--- src/rtl/ks_pkg.sv ---
package ks_pkg;
    typedef enum logic [2:0] {
        S_IDLE  = 3'd0,
        S_RUN   = 3'd1,
        S_HALT  = 3'd2,
        S_DRAIN = 3'd3,
        S_DONE  = 3'd4
    } ks_state_e;
endpackage

--- src/rtl/ks_keygen.sv ---
// Shared sweep counter and per-lane candidate key formation.
module ks_keygen #(
    parameter int JOB_W     = 24,
    parameter int CNT_W     = 30,
    parameter int LANE_BITS = 2,
    localparam int LANES    = 1 << LANE_BITS,
    localparam int KEY_W    = JOB_W + CNT_W + LANE_BITS
) (
    input  logic                   clk,
    input  logic                   rst_n,
    input  logic                   clr,
    input  logic                   step,
    input  logic [JOB_W-1:0]       job,
    output logic [CNT_W-1:0]       cnt,
    output logic                   last,
    output logic [LANES*KEY_W-1:0] lane_key
);
    logic [CNT_W-1:0] cnt_q;

    always_ff @(posedge clk) begin
        if (!rst_n || clr) begin
            cnt_q <= '0;
        end else if (step) begin
            cnt_q <= cnt_q + 1'b1;
        end
    end

    assign cnt  = cnt_q;
    assign last = &cnt_q;

    for (genvar i = 0; i < LANES; i++) begin : g_lane
        assign lane_key[i*KEY_W +: KEY_W] = {job, cnt_q, LANE_BITS'(i)};
    end
endmodule

--- src/rtl/ks_key_delay.sv ---
// Delay line aligning issued base keys with pipelined lane results.
module ks_key_delay #(
    parameter int W     = 54,
    parameter int DEPTH = 0
) (
    input  logic         clk,
    input  logic         rst_n,
    input  logic         in_vld,
    input  logic [W-1:0] in_base,
    output logic         out_vld,
    output logic [W-1:0] out_base
);
    if (DEPTH == 0) begin : g_comb
        assign out_vld  = in_vld;
        assign out_base = in_base;
    end else begin : g_pipe
        logic [DEPTH-1:0] vld_q;
        logic [W-1:0]     base_q [DEPTH];

        always_ff @(posedge clk) begin
            if (!rst_n) begin
                vld_q <= '0;
            end else begin
                vld_q[0] <= in_vld;
                for (int s = 1; s < DEPTH; s++) begin
                    vld_q[s] <= vld_q[s-1];
                end
            end
        end

        always_ff @(posedge clk) begin
            base_q[0] <= in_base;
            for (int s = 1; s < DEPTH; s++) begin
                base_q[s] <= base_q[s-1];
            end
        end

        assign out_vld  = vld_q[DEPTH-1];
        assign out_base = base_q[DEPTH-1];
    end
endmodule

--- src/rtl/ks_match.sv ---
// Per-lane target comparison with sticky hit flags and key capture.
module ks_match #(
    parameter int BASE_W    = 54,
    parameter int LANE_BITS = 2,
    parameter int BLK_W     = 64,
    localparam int LANES    = 1 << LANE_BITS,
    localparam int KEY_W    = BASE_W + LANE_BITS
) (
    input  logic                   clk,
    input  logic                   rst_n,
    input  logic                   clr,
    input  logic                   vld,
    input  logic [BASE_W-1:0]      base,
    input  logic [LANES*BLK_W-1:0] res,
    input  logic [BLK_W-1:0]       real_tgt,
    input  logic [BLK_W-1:0]       test_tgt,
    output logic                   real_hit,
    output logic                   test_hit,
    output logic [KEY_W-1:0]       real_key,
    output logic [KEY_W-1:0]       test_key
);
    logic [LANES-1:0]     r_eq, t_eq;
    logic [LANE_BITS-1:0] r_sel, t_sel;
    logic                 real_hit_q, test_hit_q;
    logic [KEY_W-1:0]     real_key_q, test_key_q;

    for (genvar i = 0; i < LANES; i++) begin : g_cmp
        assign r_eq[i] = vld && (res[i*BLK_W +: BLK_W] == real_tgt);
        assign t_eq[i] = vld && (res[i*BLK_W +: BLK_W] == test_tgt);
    end

    // Lowest lane index wins when several lanes match together.
    always_comb begin
        r_sel = '0;
        t_sel = '0;
        for (int i = LANES - 1; i >= 0; i--) begin
            if (r_eq[i]) r_sel = LANE_BITS'(i);
            if (t_eq[i]) t_sel = LANE_BITS'(i);
        end
    end

    always_ff @(posedge clk) begin
        if (!rst_n || clr) begin
            real_hit_q <= 1'b0;
            test_hit_q <= 1'b0;
            real_key_q <= '0;
            test_key_q <= '0;
        end else begin
            if (|r_eq && !real_hit_q) begin
                real_hit_q <= 1'b1;
                real_key_q <= {base, r_sel};
            end
            if (|t_eq && !test_hit_q) begin
                test_hit_q <= 1'b1;
                test_key_q <= {base, t_sel};
            end
        end
    end

    assign real_hit = real_hit_q;
    assign test_hit = test_hit_q;
    assign real_key = real_key_q;
    assign test_key = test_key_q;

    // real hit and its key hold until the next start
    a_r3_real_sticky: assert property (@(posedge clk) disable iff (!rst_n)
        (real_hit_q && !clr) |=> (real_hit_q && $stable(real_key_q)));

    // self-check hit and its key hold until the next start
    a_r4_test_sticky: assert property (@(posedge clk) disable iff (!rst_n)
        (test_hit_q && !clr) |=> (test_hit_q && $stable(test_key_q)));

    // nothing is latched from a result slot that carries no issued key
    a_r6_no_stray_hit: assert property (@(posedge clk) disable iff (!rst_n)
        (!vld && !real_hit_q && !clr) |=> !real_hit_q);
endmodule

--- src/rtl/keysweep_ctrl.sv ---
// Sweep controller: state machine, configuration capture, lanes glue.
module keysweep_ctrl #(
    parameter int JOB_W     = 24,
    parameter int CNT_W     = 30,
    parameter int LANE_BITS = 2,
    parameter int BLK_W     = 64,
    parameter int LAT       = 0,
    localparam int LANES    = 1 << LANE_BITS,
    localparam int BASE_W   = JOB_W + CNT_W,
    localparam int KEY_W    = BASE_W + LANE_BITS
) (
    input  logic                   clk,
    input  logic                   rst_n,
    input  logic                   cfg_load,
    input  logic [JOB_W-1:0]       cfg_job,
    input  logic [BLK_W-1:0]       cfg_real_tgt,
    input  logic [BLK_W-1:0]       cfg_test_tgt,
    input  logic                   cmd_start,
    input  logic                   cmd_resume,
    input  logic                   overtemp,
    output logic [LANES*KEY_W-1:0] lane_key,
    input  logic [LANES*BLK_W-1:0] lane_res,
    output logic                   busy,
    output logic                   done,
    output logic                   job_error,
    output logic                   real_hit,
    output logic                   test_hit,
    output logic [KEY_W-1:0]       real_key,
    output logic [KEY_W-1:0]       test_key,
    output logic [CNT_W-1:0]       progress
);
    import ks_pkg::*;

    localparam int DW = (LAT > 0) ? $clog2(LAT + 1) : 1;

    ks_state_e        state_q, state_d;
    logic [JOB_W-1:0] job_q;
    logic [BLK_W-1:0] real_tgt_q, test_tgt_q;
    logic [DW-1:0]    drn_q;
    logic             cfg_ok, start_ok, issue;
    logic [CNT_W-1:0] cnt;
    logic             last;
    logic             d_vld;
    logic [BASE_W-1:0] d_base;

    assign cfg_ok   = (state_q == S_IDLE) || (state_q == S_DONE);
    assign start_ok = cfg_ok && cmd_start;
    assign issue    = (state_q == S_RUN) && !overtemp;

    always_ff @(posedge clk) begin
        if (!rst_n) begin
            job_q      <= '0;
            real_tgt_q <= '0;
            test_tgt_q <= '0;
        end else if (cfg_ok && cfg_load) begin
            job_q      <= cfg_job;
            real_tgt_q <= cfg_real_tgt;
            test_tgt_q <= cfg_test_tgt;
        end
    end

    ks_keygen #(.JOB_W(JOB_W), .CNT_W(CNT_W), .LANE_BITS(LANE_BITS)) u_keygen (
        .clk      (clk),
        .rst_n    (rst_n),
        .clr      (start_ok),
        .step     (issue),
        .job      (job_q),
        .cnt      (cnt),
        .last     (last),
        .lane_key (lane_key)
    );

    ks_key_delay #(.W(BASE_W), .DEPTH(LAT)) u_delay (
        .clk      (clk),
        .rst_n    (rst_n),
        .in_vld   (issue),
        .in_base  ({job_q, cnt}),
        .out_vld  (d_vld),
        .out_base (d_base)
    );

    ks_match #(.BASE_W(BASE_W), .LANE_BITS(LANE_BITS), .BLK_W(BLK_W)) u_match (
        .clk      (clk),
        .rst_n    (rst_n),
        .clr      (start_ok),
        .vld      (d_vld),
        .base     (d_base),
        .res      (lane_res),
        .real_tgt (real_tgt_q),
        .test_tgt (test_tgt_q),
        .real_hit (real_hit),
        .test_hit (test_hit),
        .real_key (real_key),
        .test_key (test_key)
    );

    // Next-state logic
    always_comb begin
        state_d = state_q;
        unique case (state_q)
            S_IDLE:  if (cmd_start) state_d = S_RUN;
            S_RUN: begin
                if (overtemp)  state_d = S_HALT;
                else if (last) state_d = (LAT == 0) ? S_DONE : S_DRAIN;
            end
            S_HALT:  if (cmd_resume && !overtemp) state_d = S_RUN;
            S_DRAIN: if (drn_q == '0) state_d = S_DONE;
            S_DONE:  if (cmd_start) state_d = S_RUN;
            default: state_d = S_IDLE;
        endcase
    end

    // State register
    always_ff @(posedge clk) begin
        if (!rst_n) state_q <= S_IDLE;
        else        state_q <= state_d;
    end

    // Drain countdown for results still inside the lanes
    always_ff @(posedge clk) begin
        if (!rst_n) begin
            drn_q <= '0;
        end else if (issue && last) begin
            drn_q <= DW'(LAT - 1);
        end else if (state_q == S_DRAIN && drn_q != '0) begin
            drn_q <= drn_q - 1'b1;
        end
    end

    // Outputs
    always_comb begin
        busy      = (state_q == S_RUN) || (state_q == S_DRAIN);
        done      = (state_q == S_DONE);
        job_error = (state_q == S_DONE) && !test_hit;
        progress  = cnt;
    end

    // thermal stop freezes the counter and leaves the run state
    a_r7_halt_freeze: assert property (@(posedge clk) disable iff (!rst_n)
        (state_q == S_RUN && overtemp) |=> (state_q == S_HALT && $stable(cnt)));

    // resume has no effect while still hot
    a_r8_hot_resume: assert property (@(posedge clk) disable iff (!rst_n)
        (state_q == S_HALT && overtemp) |=> (state_q == S_HALT && $stable(cnt)));

    // configuration cannot change under a running job
    a_r9_job_locked: assert property (@(posedge clk) disable iff (!rst_n)
        busy |=> ($stable(job_q) && $stable(real_tgt_q) && $stable(test_tgt_q)));

    // completion is only reached from an active sweep
    a_r5_done_entry: assert property (@(posedge clk) disable iff (!rst_n)
        $rose(done) |-> $past(busy));
endmodule

--- config.mk ---
export PLATFORM = sky130hd
export DESIGN_NAME = keysweep_ctrl
export DESIGN_NICKNAME = d
export VERILOG_FILES = /design/src/rtl/ks_pkg.sv /design/src/rtl/ks_keygen.sv /design/src/rtl/ks_key_delay.sv /design/src/rtl/ks_match.sv /design/src/rtl/keysweep_ctrl.sv
export SDC_FILE = /design/constraint.sdc
export NUM_CORES = 1
export LEC_CHECK = 0
export ABC_AREA = 1
export BUFFER_PORTS_ARGS = -buffer_cell sky130_fd_sc_hd__buf_2
export CORE_AREA = 5 5 305 307
export DETAILED_ROUTE_END_ITERATION = 6
export DIE_AREA = 0 0 310 312
export SYNTH_ARGS = -nofsm -noshare
export SYNTH_HDL_FRONTEND = slang
export SYNTH_SLANG_ARGS = --single-unit
--- constraint.sdc ---
create_clock -name clk -period 2.11 [get_ports clk]
set_input_delay 0.1055 -clock clk [delete_from_list [all_inputs] [get_ports clk]]
set_output_delay 0.1055 -clock clk [all_outputs]
set_load 0.05 [all_outputs]
==> reports/summary.log, run 1 <==
INFO  pwr            power.leakage=19.9nW
INFO  clock_network  cts_max_level=2
INFO  routing        remaining_drc_errors=3
INFO  pwr            pwr-share-clk=0.331
INFO  clock_network  worstSkewPairLatency=0.61ns
INFO  routing        met3_wirelength=10800um
INFO  placement      hpwl=95400um
INFO  sta            finalWorstPathRequiredPeriod=2.45ns
INFO  global_route   grt.total_usage=0.238
INFO  logic_synthesis synthesis.yosys.warnings=0
INFO  sta            finalMaxSlewViolations=0
INFO  clock_network  clock_tree.root_cell=clkbuf_16
INFO  floorplanning  chipHeight=312um
INFO  routing        top_layer_used=met5
INFO  routing        postRouteAntennaNets=0
INFO  logic_synthesis syn-cell-area=22400um2
INFO  routing        drt_pre_antenna_iters=7
INFO  sta            worst_slew_pin_slew=0.826ns
INFO  routing        vias=28100
INFO  sta            achievable-frequency=0.408GHz
INFO  floorplanning  core-area=89700um2
INFO  placement      numPlacedInstances=5854
INFO  cells_and_area design.final.nets=5390
INFO  global_route   overflow=0
INFO  critical_path  timing.critical_path.from_type=register
INFO  logic_synthesis synth_cell_types=33
INFO  status         failed_checks=DRC, setup timing
INFO  pwr            max-vdd-ir-drop=0.645mV
INFO  clock_network  cts_tree=done
INFO  placement      numPortBuffers=776
INFO  clock_network  cts-buffers-inserted=42
INFO  critical_path  critPathKind=reg -> reg
INFO  placement      detailedPlace.worstSlack=-0.853ns
INFO  critical_path  worstReg2RegEnd=u_match.real_key[51]$_SDFFE_PP0P_
INFO  routing        wire_per_inst=20.2um
INFO  critical_path  critPathMaxFanout=8
INFO  global_route   grt_pass1_vias=26400
INFO  cells_and_area finalInstanceArea=36400um2
INFO  clock_network  cts_max_path_buffers=3
INFO  pwr            netSwitchingFraction=0.388
INFO  placement      place_area=29600um2
INFO  global_route   largest_net_degree_at_the_start_of_global_routing=76
INFO  clock_network  path_clk_slew=0.06ns
INFO  hold_path      timing.hold.worst_endpoint=test_tgt_q[27]$_SDFFE_PN0P_
INFO  hold_path      hp-start=cfg_test_tgt[27]
INFO  routing        routed_wirelength=126000um
INFO  hold_path      worstHoldPathType=in -> reg
INFO  sta            grt_setup_unrepaired=true
INFO  routing        route.layer.met1.wl=49700um
INFO  critical_path  cp.required=2.61ns
INFO  floorplanning  dieWidth=310um
INFO  logic_synthesis synth.yosys.seq_area_share=0.269
INFO  logic_synthesis syn_inst=3742
INFO  floorplanning  die-area=96700um2
INFO  sta            final.setup.worst_slack=-0.340ns
INFO  critical_path  regToRegSetupSlack=-0.34ns
INFO  pwr            internal-power=14.1mW
INFO  cells_and_area areaGrowthSynthToFinish=62.7%
INFO  sta            period_utilization=1.16
INFO  routing        routed-wl-met2=58600um
INFO  critical_path  endpoint_kind=register
INFO  critical_path  worstPathArrival=2.95ns
INFO  sta            timing.clock.skew=0.0507ns
INFO  hold_path      hold_depth=4
INFO  critical_path  regToRegStartpoint=real_tgt_q[60]$_SDFFE_PN0P_
INFO  placement      routabilityCongestion=0.943
INFO  sta            slew-limit-headroom=0.449
INFO  routing        drt-initial-drc-count=2405
INFO  global_route   wire_length_of_the_first_global_routing_pass=172000um
INFO  flow_run       timing.max_cap.violations=0
INFO  logic_synthesis avgSynthCellArea=5.98um2
INFO  pwr            sequential_fraction_of_design_power=0.297
INFO  sta            finalHoldViolCount=0
INFO  routing        drt-vias-per-instance=4.52
INFO  sta            finalSetupTns=-25.37ns
INFO  cells_and_area layout.cells.non_filler=6220
INFO  floorplanning  cell_rows=110
INFO  floorplanning  io_pins=785
INFO  clock_network  cts.sinks=300
INFO  pwr            total_switching_power=8.95mW
INFO  floorplanning  initial_utilization=0.249
INFO  status         outcome=finished, violations left
INFO  critical_path  ff2ff_path_depth=13
INFO  global_route   antenna_found_initial=79
INFO  pwr            powerDensity=634nW/um2
INFO  cells_and_area layout-drive-gt1-share=0.387
INFO  pwr            comb_power_share=0.372
INFO  logic_synthesis postSynthRegisterBits=300
INFO  sta            finalSetupViolCount=112
-- registers in the layout (all words and copies together), names as in the netlist --
name	count
real_tgt_q	64
state_q	3
u_match.real_hit	1
u_keygen.cnt	30
drn_q	1
u_match.test_key	56
u_match.test_hit	1
job_q	24
test_tgt_q	64
u_match.real_key	56
-- per-layer routing --
metal / vias to the layer above / track usage
li1: 13700 / -
met1: 12800 / 0.282
met2: 1245 / 0.407
met3: 348 / 0.0658
met4: 54 / 0.0951
met5: - / 0
-- repair_timing --
action / 4_1_cts / 5_1_grt
setup buffers: 39 / 6
endpoints found under the setup margin: 115 / 127
gates cloned: 36 / 20
pin swaps: 87 / 147
hold buffers: 155 / 0
resized for setup: 354 / 203
hold endpoints to repair: 167 / 0
-- synthesized netlist by cell type --
| library cell | count | area [um2] |
|---|---|---|
| clkinv_2 | 1 | 5.00 |
| clkbuf_2 | 9 | 45.0 |
| a21oi_1 | 246 | 1230 |
| buf_4 | 209 | 1570 |
| o21ai_0 | 194 | 971 |
| nor2_4 | 1 | 11.3 |
| xor2_1 | 119 | 1040 |
| nor4_1 | 2 | 12.5 |
| buf_1 | 2 | 7.51 |
| clkinv_1 | 1 | 3.75 |
| or2_2 | 3 | 18.8 |
| xnor2_1 | 106 | 928 |
| nand3_1 | 52 | 260 |
| nand3b_1 | 3 | 22.5 |
| buf_2 | 46 | 230 |
| nor2_1 | 519 | 1950 |
| nand2_2 | 2 | 12.5 |
| nor3_2 | 1 | 10.0 |
| clkbuf_1 | 71 | 267 |
| buf_6 | 18 | 203 |
| nand3_2 | 90 | 901 |
| dfxtp_1 | 300 | 6010 |
| inv_1 | 469 | 1760 |
| nand4_1 | 20 | 125 |
| o21ai_1 | 2 | 10.0 |
| a41oi_1 | 1 | 8.76 |
| a211oi_1 | 1 | 7.51 |
| inv_2 | 3 | 11.3 |
| ha_1 | 1 | 12.5 |
| nand2_1 | 1227 | 4610 |
| conb_1 | 2 | 7.51 |
| nor3_1 | 20 | 100 |
| nand2_4 | 1 | 11.3 |
-- stage by stage --
stage          hold slack (ns)  utilization  total power [mW]
2_1_floorplan            0.237            -              11.2
3_3_place_gp             0.354        0.330              14.8
3_5_place_dp             0.365        0.330              14.8
4_1_cts                0.00806        0.392              23.1
5_1_grt                 0.0540        0.405              24.2
6_report                0.0280        0.405              23.1
-- layout make-up --
class,instances,area [um2]
diodes,36,90.1
repair buffers,1534,11600
inverters,474,1790
well taps,1176,1470
clock buffers,58,1190
fillers,9266,53400
multi-input cells,2623,13800
clock inverters,19,268
flip-flops and latches,300,6140
-- worst max-delay path, stage by stage (launching register included) --
cell,delay [ns]
dfxtp_1,0.49
xnor2_1,0.20
nand2_1,0.14
nor2_2,0.17
nand2_2,0.07
nor2_2,0.14
buf_4,0.15
nand3_4,0.11
nand2_8,0.14
nand2_8,0.17
buf_12,0.22
buf_16,0.13
a21oi_2,0.12
nor2_1,0.07
-- worst max-delay path by stage --
stage                                              from  cells past startpoint                                 to  slack, ns
after floorplan           u_keygen.cnt[17]$_SDFFE_PP0P_                     11            state_q[1]$_SDFFE_PN0P_       0.01
after global placement      real_tgt_q[36]$_SDFFE_PN0P_                     12  u_match.real_key[31]$_SDFFE_PP0P_      -0.83
after detailed placement    real_tgt_q[36]$_SDFFE_PN0P_                     12  u_match.real_key[30]$_SDFFE_PP0P_      -0.85
after CTS                   real_tgt_q[31]$_SDFFE_PN0P_                     15  u_match.real_key[14]$_SDFFE_PP0P_      -0.26
after global routing         real_tgt_q[3]$_SDFFE_PN0P_                     17  u_match.real_key[11]$_SDFFE_PP0P_      -0.43
final                       real_tgt_q[60]$_SDFFE_PN0P_                     13  u_match.real_key[51]$_SDFFE_PP0P_      -0.34
-- cells by family (layout without fill, tap and decap cells) --
family,Yosys count,after routing,share of synthesized area
compound gates,444,444,0.0996
xor+xnor,225,225,0.0881
flops,300,300,0.269
simple gates,1941,1945,0.359
buf+inv,829,2085,0.183
other cells,2,44,0.000336
fa+ha+maj,1,1,0.000559
-- layout by cell type (no fill, tap or decap), drive strengths merged --
cell type    netlist  routed
nand4             20      20
clkbuf            80      75
xnor2            106     106
buf              275    1362
nor4               2       2
dlygate4sd3        0     155
a41oi              1       1
xor2             119     119
clkinv             2      15
nor2             520     520
ha                 1       1
inv              472     474
or2                3       3
a21oi            246     246
o21ai            196     196
bufinv             0       4
nand3b             3       3
nor3              21      21
conb               2       8
nand2           1230    1234
dfxtp            300     300
a211oi             1       1
nand3            142     142
diode              0      36
-- power groups by stage --
| stage | Sequential (mW) | Combinational [mW] | Clock [mW] |
|---|---|---|---|
| after floorplan | 6.87 | 4.32 | 0 |
| after global placement | 6.86 | 7.96 | 0 |
| after detailed placement | 6.86 | 7.98 | 0 |
| after CTS | 6.80 | 8.48 | 7.79 |
| after global routing | 6.91 | 9.29 | 8.03 |
| final | 6.85 | 8.59 | 7.64 |
(Power assumes the default switching activity.)
==> run 2, diff against run 1 <==
--- a/config.mk
+++ b/config.mk
@@ -10,6 +10,8 @@
 export CORE_AREA = 5 5 305 307
 export DETAILED_ROUTE_END_ITERATION = 6
 export DIE_AREA = 0 0 310 312
+export SETUP_SLACK_MARGIN = 0.5
+export SLEW_MARGIN = 20
 export SYNTH_ARGS = -nofsm -noshare
 export SYNTH_HDL_FRONTEND = slang
 export SYNTH_SLANG_ARGS = --single-unit
==> constraint.sdc (replaced) <==
create_clock -name clk -period 2.7 [get_ports clk]
set_input_delay 0.135 -clock clk [delete_from_list [all_inputs] [get_ports clk]]
set_output_delay 0.135 -clock clk [all_outputs]
set_load 0.05 [all_outputs]
==> run 2 against run 1 <==
Effect of this change: global-route usage down 0.33 points; non-clock buffer count down 372; the run now ends clean; wire length down 2.7%; cell area down 6.6%; fmax up 0.75%; clock-buffer cell count down 1; largest power group is now the clock network; highest routed layer unchanged; clock skew down 0.015 ns.
==> reports/summary.log, run 2 (synthesis gave the netlist of run 1 again) <==
INFO  routing        routed_wirelength=122000um
INFO  sta            final.setup.worst_slack=0.268ns
INFO  routing        drt_pre_antenna_iters=7
INFO  placement      routabilityCongestion=0.964
INFO  clock_network  cts.sinks=300
INFO  pwr            comb_power_share=0.332
INFO  sta            finalWorstPathRequiredPeriod=2.43ns
INFO  clock_network  cts-buffers-inserted=41
INFO  floorplanning  dieWidth=310um
INFO  pwr            report.power.total=17.3mW
INFO  hold_path      timing.hold.worst_endpoint=test_tgt_q[14]$_SDFFE_PN0P_
INFO  pwr            netSwitchingFraction=0.399
INFO  placement      numPlacedInstances=5467
INFO  global_route   largest_net_degree_at_the_start_of_global_routing=122
INFO  pwr            max-vdd-ir-drop=0.370mV
INFO  floorplanning  io_pins=785
INFO  placement      detailedPlace.worstSlack=-0.107ns
INFO  cells_and_area areaGrowthSynthToFinish=52.0%
INFO  critical_path  critPathKind=reg -> reg
INFO  cells_and_area finalInstanceArea=34000um2
INFO  pwr            powerDensity=510nW/um2
INFO  critical_path  worstReg2RegEnd=u_match.real_key[36]$_SDFFE_PP0P_
INFO  sta            grt_setup_unrepaired=true
INFO  global_route   antenna_found_initial=77
INFO  global_route   grt.total_usage=0.234
INFO  critical_path  endpoint_kind=register
INFO  critical_path  regToRegStartpoint=real_tgt_q[9]$_SDFFE_PN0P_
INFO  sta            finalSetupTns=0ns
INFO  floorplanning  cell_rows=110
INFO  routing        drt-initial-drc-count=2371
INFO  sta            finalMaxSlewViolations=0
INFO  routing        vias=26900
INFO  critical_path  critPathMaxFanout=8
INFO  sta            worst_slew_pin_slew=0.815ns
INFO  sta            finalHoldViolCount=0
INFO  global_route   grt_pass1_vias=25200
INFO  routing        wire_per_inst=20.9um
INFO  pwr            sequential_fraction_of_design_power=0.319
INFO  critical_path  timing.critical_path.from_type=register
INFO  pwr            internal-power=10.4mW
INFO  clock_network  cts_tree=done
INFO  cells_and_area fill_cells=9407
INFO  critical_path  regToRegSetupSlack=0.27ns
INFO  hold_path      worstHoldPathType=in -> reg
INFO  floorplanning  core-area=89700um2
INFO  routing        remaining_drc_errors=0
INFO  pwr            power.leakage=18.1nW
INFO  global_route   overflow=0
INFO  critical_path  cp.required=3.23ns
INFO  floorplanning  initial_utilization=0.249
INFO  global_route   wire_length_of_the_first_global_routing_pass=169000um
INFO  cells_and_area design.final.nets=5016
INFO  cells_and_area mostFrequentLayoutCell=nand2_1
INFO  pwr            total_switching_power=6.92mW
INFO  sta            achievable-frequency=0.411GHz
INFO  critical_path  worstPathArrival=2.96ns
INFO  critical_path  ff2ff_path_depth=18
INFO  clock_network  cts_max_level=2
INFO  pwr            pwr-share-clk=0.349
INFO  clock_network  cts_max_path_buffers=3
INFO  placement      place_area=26600um2
INFO  routing        drt-vias-per-instance=4.59
INFO  cells_and_area layout.cells.non_filler=5848
INFO  hold_path      hold_depth=3
INFO  floorplanning  chipHeight=312um
INFO  status         outcome=completed
INFO  sta            period_utilization=0.901
INFO  hold_path      hp-start=cfg_test_tgt[14]
INFO  sta            timing.clock.skew=0.0360ns
INFO  flow_run       timing.max_cap.violations=0
INFO  cells_and_area layout-drive-gt1-share=0.368
INFO  sta            finalSetupViolCount=0
INFO  routing        postRouteAntennaNets=0
INFO  clock_network  clock_tree.root_cell=clkbuf_16
INFO  sta            slew-limit-headroom=0.456
INFO  clock_network  path_clk_slew=0.06ns
INFO  placement      numPortBuffers=776
INFO  floorplanning  die-area=96700um2
INFO  placement      hpwl=91300um
INFO  clock_network  worstSkewPairLatency=0.59ns
INFO  cells_and_area layout.cells.most_common_list=1127 x nand2_1, 775 x buf_2, 420 x inv_1
INFO  cells_and_area largestRegisters=real_tgt_q: 64 flops, test_tgt_q: 64 flops
==> run 2: cell types whose count changed in the layout (fill, tap and decap cells not counted), sizes merged <==
cell and delta:
bufinv +2, nand2 -1, diode +4, clkbuf -9, dlygate4sd3 -1, buf -365
inv -1, bufbuf +2, clkinv -3
==> run 2: cell type report <==
class | count | area, um2 | area share
multi-input cells | 2622 | 14100 | 0.414
repair buffers | 1162 | 8770 | 0.258
flip-flops and latches | 300 | 6310 | 0.186
inverters | 474 | 1810 | 0.0534
well taps | 1176 | 1470 | 0.0433
clock buffers | 57 | 1160 | 0.0340
clock inverters | 17 | 294 | 0.00865
diodes | 40 | 100 | 0.00294
==> run 2: per-stage QoR <==
| stage | util | hold WS, ns |
|---|---|---|
| 2_1_floorplan | - | 0.267 |
| 3_3_place_gp | 0.296 | 0.387 |
| 3_5_place_dp | 0.296 | 0.393 |
| 4_1_cts | 0.360 | 0.0149 |
| 5_1_grt | 0.378 | 0.0306 |
| 6_report | 0.379 | 0.0560 |
==> run 2: worst max path at each step <==
stage,cells past startpoint,slack [ns],endpoint,startpoint
floorplan,14,0.55,u_keygen.cnt[26]$_SDFFE_PP0P_,u_keygen.cnt[1]$_SDFFE_PP0P_
global placement,15,-0.07,u_match.test_key[6]$_SDFFE_PP0P_,test_tgt_q[41]$_SDFFE_PN0P_
detailed placement,15,-0.11,u_match.test_key[54]$_SDFFE_PP0P_,test_tgt_q[41]$_SDFFE_PN0P_
CTS,6,0.31,real_tgt_q[18]$_SDFFE_PN0P_,state_q[1]$_SDFFE_PN0P_
global route,16,0.22,u_match.real_key[36]$_SDFFE_PP0P_,real_tgt_q[57]$_SDFFE_PN0P_
finish,18,0.27,u_match.real_key[36]$_SDFFE_PP0P_,real_tgt_q[9]$_SDFFE_PN0P_
==> run 2: repair_timing <==
item / 4_1_cts / 5_1_grt
hold endpoints to repair: 154 / 0
pin swaps: 103 / 206
hold buffers: 154 / 0
setup buffers: 39 / 20
resized for setup: 415 / 377
setup endpoints to repair: 160 / 238
gates cloned: 44 / 10
==> run 2: critical path, cell delays in order (launching register included) <==
cell,delay [ns]
dfxtp_4,0.37
inv_2,0.08
buf_4,0.14
nand2_1,0.05
nand2_1,0.05
nor2_1,0.10
nand2_1,0.09
nor2_2,0.12
nand2_2,0.08
nor2_4,0.18
nand3_2,0.12
nand2_2,0.10
buf_12,0.12
nand2_8,0.10
buf_12,0.21
clkbuf_16,0.19
nand3_2,0.07
nand2_1,0.07
nor2_1,0.12
==> run 2: per-layer routing <==
metal  global-route usage  share of wire  vias to the layer above  wire (um)
li1                     -              -                    13000          -
met4               0.0850          0.043                       48       5270
met3               0.0640          0.088                      286      10800
met1                0.279           0.40                    12400      48500
met5                    0         0.0025                        -        309
met2                0.404           0.47                     1149      57600
==> run 2: power groups by stage <==
stage                     combinational [mW]  sequential (mW)  clock, mW
after floorplan                         3.37             5.37          0
after global placement                  5.06             5.48          0
after detailed placement                5.09             5.49          0
after CTS                               5.47             5.45       6.18
after global routing                    6.23             5.57       6.34
final                                   5.76             5.53       6.05
==> run 3, diff against run 2 <==
--- a/config.mk
+++ b/config.mk
@@ -10,6 +10,7 @@
 export CORE_AREA = 5 5 305 307
 export DETAILED_ROUTE_END_ITERATION = 6
 export DIE_AREA = 0 0 310 312
+export RECOVER_POWER = 50
 export SETUP_SLACK_MARGIN = 0.5
 export SLEW_MARGIN = 20
 export SYNTH_ARGS = -nofsm -noshare
==> run 3 against run 2 <==
Effect of this change: global-route usage unchanged; wire length up 0.16%; via count down 0.16%; combinational power down 1%; clock power about the same; sequential power about the same; clock-buffer cell count unchanged; non-clock buffer count unchanged; clock skew about the same; setup slack worse by 0.020 ns; largest cell class unchanged.
==> reports/summary.log, run 3 (synthesis gave the netlist of run 1 again) <==
INFO  global_route   wire_length_of_the_first_global_routing_pass=169000um
INFO  sta            final.hold.worst_slack=0.0557ns
INFO  routing        postRouteAntennaNets=0
INFO  routing        remaining_drc_errors=0
INFO  sta            worst_slew_pin_slew=1.04ns
INFO  hold_path      worstHoldPathType=in -> reg
INFO  critical_path  timing.critical_path.slowest_cell_delay=0.37ns
INFO  routing        drt-initial-drc-count=2342
INFO  sta            slew-limit-headroom=0.307
INFO  floorplanning  io_pins=785
INFO  critical_path  timing.critical_path.slowest_stage_cell=dfxtp_4
INFO  critical_path  cp.required=3.23ns
INFO  floorplanning  initial_utilization=0.249
INFO  routing        routed_wirelength=123000um
INFO  clock_network  cts-buffers-inserted=41
INFO  critical_path  timing.critical_path.from_type=register
INFO  flow_run       timing.max_cap.violations=0
INFO  pwr            internal-power=10.4mW
INFO  cells_and_area finalInstanceArea=33600um2
INFO  pwr            total_switching_power=6.90mW
INFO  sta            achievable-frequency=0.408GHz
INFO  sta            grt_setup_unrepaired=true
INFO  global_route   antenna_found_initial=77
INFO  global_route   grt_pass1_vias=25200
INFO  cells_and_area areaGrowthSynthToFinish=50.1%
INFO  routing        vias=26800
INFO  cells_and_area mostFrequentLayoutCell=nand2_1
INFO  routing        drt-vias-per-instance=4.59
INFO  sta            finalSetupTns=0ns
INFO  routing        drt_pre_antenna_iters=6
INFO  routing        wire_per_inst=21.0um
INFO  pwr            pwr-share-clk=0.350
INFO  pwr            power.leakage=16.8nW
INFO  global_route   overflow=0
INFO  placement      numPlacedInstances=5467
INFO  sta            timing.clock.skew=0.0357ns
INFO  pwr            max-vdd-ir-drop=0.371mV
INFO  placement      hpwl=91300um
INFO  sta            finalMaxSlewViolations=0
INFO  cells_and_area fill_cells=9638
INFO  floorplanning  cell_rows=110
INFO  critical_path  path_cells=inv_2 -> buf_4 -> nand2_1 -> nand2_1 -> nor2_1 -> nand2_1 -> nor2_2 -> nand2_2 -> nor2_4 -> nand3_2 -> nand2_2 -> buf_12 -> nand2_8 -> buf_12 -> clkbuf_16 -> nand3_2 -> nand2_1 -> nor2_1
INFO  clock_network  cts_max_path_buffers=3
INFO  floorplanning  die-area=96700um2
INFO  floorplanning  core-area=89700um2
INFO  sta            period_utilization=0.908
INFO  critical_path  critPathKind=reg -> reg
INFO  critical_path  critPathMaxFanout=8
INFO  floorplanning  chipHeight=312um
INFO  placement      place_area=26600um2
INFO  global_route   grt.total_usage=0.234
INFO  floorplanning  dieWidth=310um
INFO  cells_and_area largestRegisters=real_tgt_q: 64 flops, test_tgt_q: 64 flops
INFO  cells_and_area design.final.nets=5016
INFO  clock_network  cts.sinks=300
INFO  cells_and_area layout-drive-gt1-share=0.302
INFO  clock_network  worstSkewPairLatency=0.59ns
INFO  pwr            netSwitchingFraction=0.399
INFO  pwr            powerDensity=514nW/um2
INFO  critical_path  timing.critical_path.mode_cell=nand2_1
INFO  placement      numPortBuffers=776
INFO  cells_and_area final_core_util=0.374
INFO  critical_path  worstPathArrival=2.98ns
INFO  critical_path  endpoint_kind=register
INFO  clock_network  cts_tree=done
INFO  pwr            comb_power_share=0.330
INFO  cells_and_area layout.cells.non_filler=5847
INFO  sta            finalHoldViolCount=0
INFO  clock_network  cts_max_level=2
INFO  sta            finalSetupViolCount=0
INFO  clock_network  clock_tree.root_cell=clkbuf_16
INFO  status         outcome=completed
INFO  cells_and_area layout.cells.most_common_list=1127 x nand2_1, 475 x buf_2, 420 x inv_1
INFO  sta            finalWorstPathRequiredPeriod=2.45ns
INFO  global_route   largest_net_degree_at_the_start_of_global_routing=122
INFO  clock_network  path_clk_slew=0.06ns
INFO  pwr            sequential_fraction_of_design_power=0.320
INFO  placement      routabilityCongestion=0.964
## run 3: power by group through the flow
stage | combinational, mW | clock (mW) | sequential [mW]
after floorplan | 3.37 | 0 | 5.37
after detailed placement | 5.09 | 0 | 5.49
after CTS | 5.47 | 6.18 | 5.45
final | 5.70 | 6.04 | 5.53
after global routing | 6.17 | 6.34 | 5.58
after global placement | 5.06 | 0 | 5.48
## run 3: final cells by class
cell class,instances,area [um2],area share
tap,1176,1470,0.0438
timing repair buffer,1162,8370,0.249
sequential,300,6310,0.188
inverter,474,1810,0.0540
antenna,39,97.6,0.00291
clock buffer,57,1160,0.0344
clock inverter,17,294,0.00876
multi-input combinational,2622,14100,0.419
## run 3: metrics by stage
| step | setup slack, ns | total power [mW] |
|---|---|---|
| final | 0.248 | 17.3 |
| after global routing | 0.198 | 18.1 |
| after CTS | 0.313 | 17.1 |
| after detailed placement | -0.107 | 10.6 |
| after global placement | -0.0734 | 10.5 |
| after floorplan | 0.551 | 8.74 |
## run 3: path summary, 6_finish.rpt
path                               from                                end  cells after the start  slack (ns)
max          real_tgt_q[9]$_SDFFE_PN0P_  u_match.real_key[36]$_SDFFE_PP0P_                     18        0.25
min                    cfg_test_tgt[14]        test_tgt_q[14]$_SDFFE_PN0P_                      3        0.06
max reg2reg  real_tgt_q[9]$_SDFFE_PN0P_  u_match.real_key[36]$_SDFFE_PP0P_                     18        0.25
min reg2reg          drn_q$_SDFFE_PN0P_                 drn_q$_SDFFE_PN0P_                      2        0.49
## run 3: worst max-delay path, delay by kind of cell (launching register included)
kind          cells  cell delay (ns)
buf+inv           5             0.74
flops             1             0.37
simple gates     13             1.27
## run 3: routing by layer
layer | part of all wire | wire length (um) | up-vias | track usage
met5 | 0.0025 | 311 | - | 0
met4 | 0.045 | 5470 | 48 | 0.0850
met3 | 0.089 | 10900 | 283 | 0.0640
met2 | 0.47 | 57500 | 1179 | 0.404
met1 | 0.40 | 48500 | 12300 | 0.279
li1 | - | - | 13000 | -
## run 3: what timing repair did
item                                    CTS  global route
cloned                                   44            10
hold buffers                            154             0
resized for setup                       415           377
endpoints found under the setup margin  160           238
pin swaps                               103           206
setup buffers                            39            20
endpoints found under the hold margin   154             0
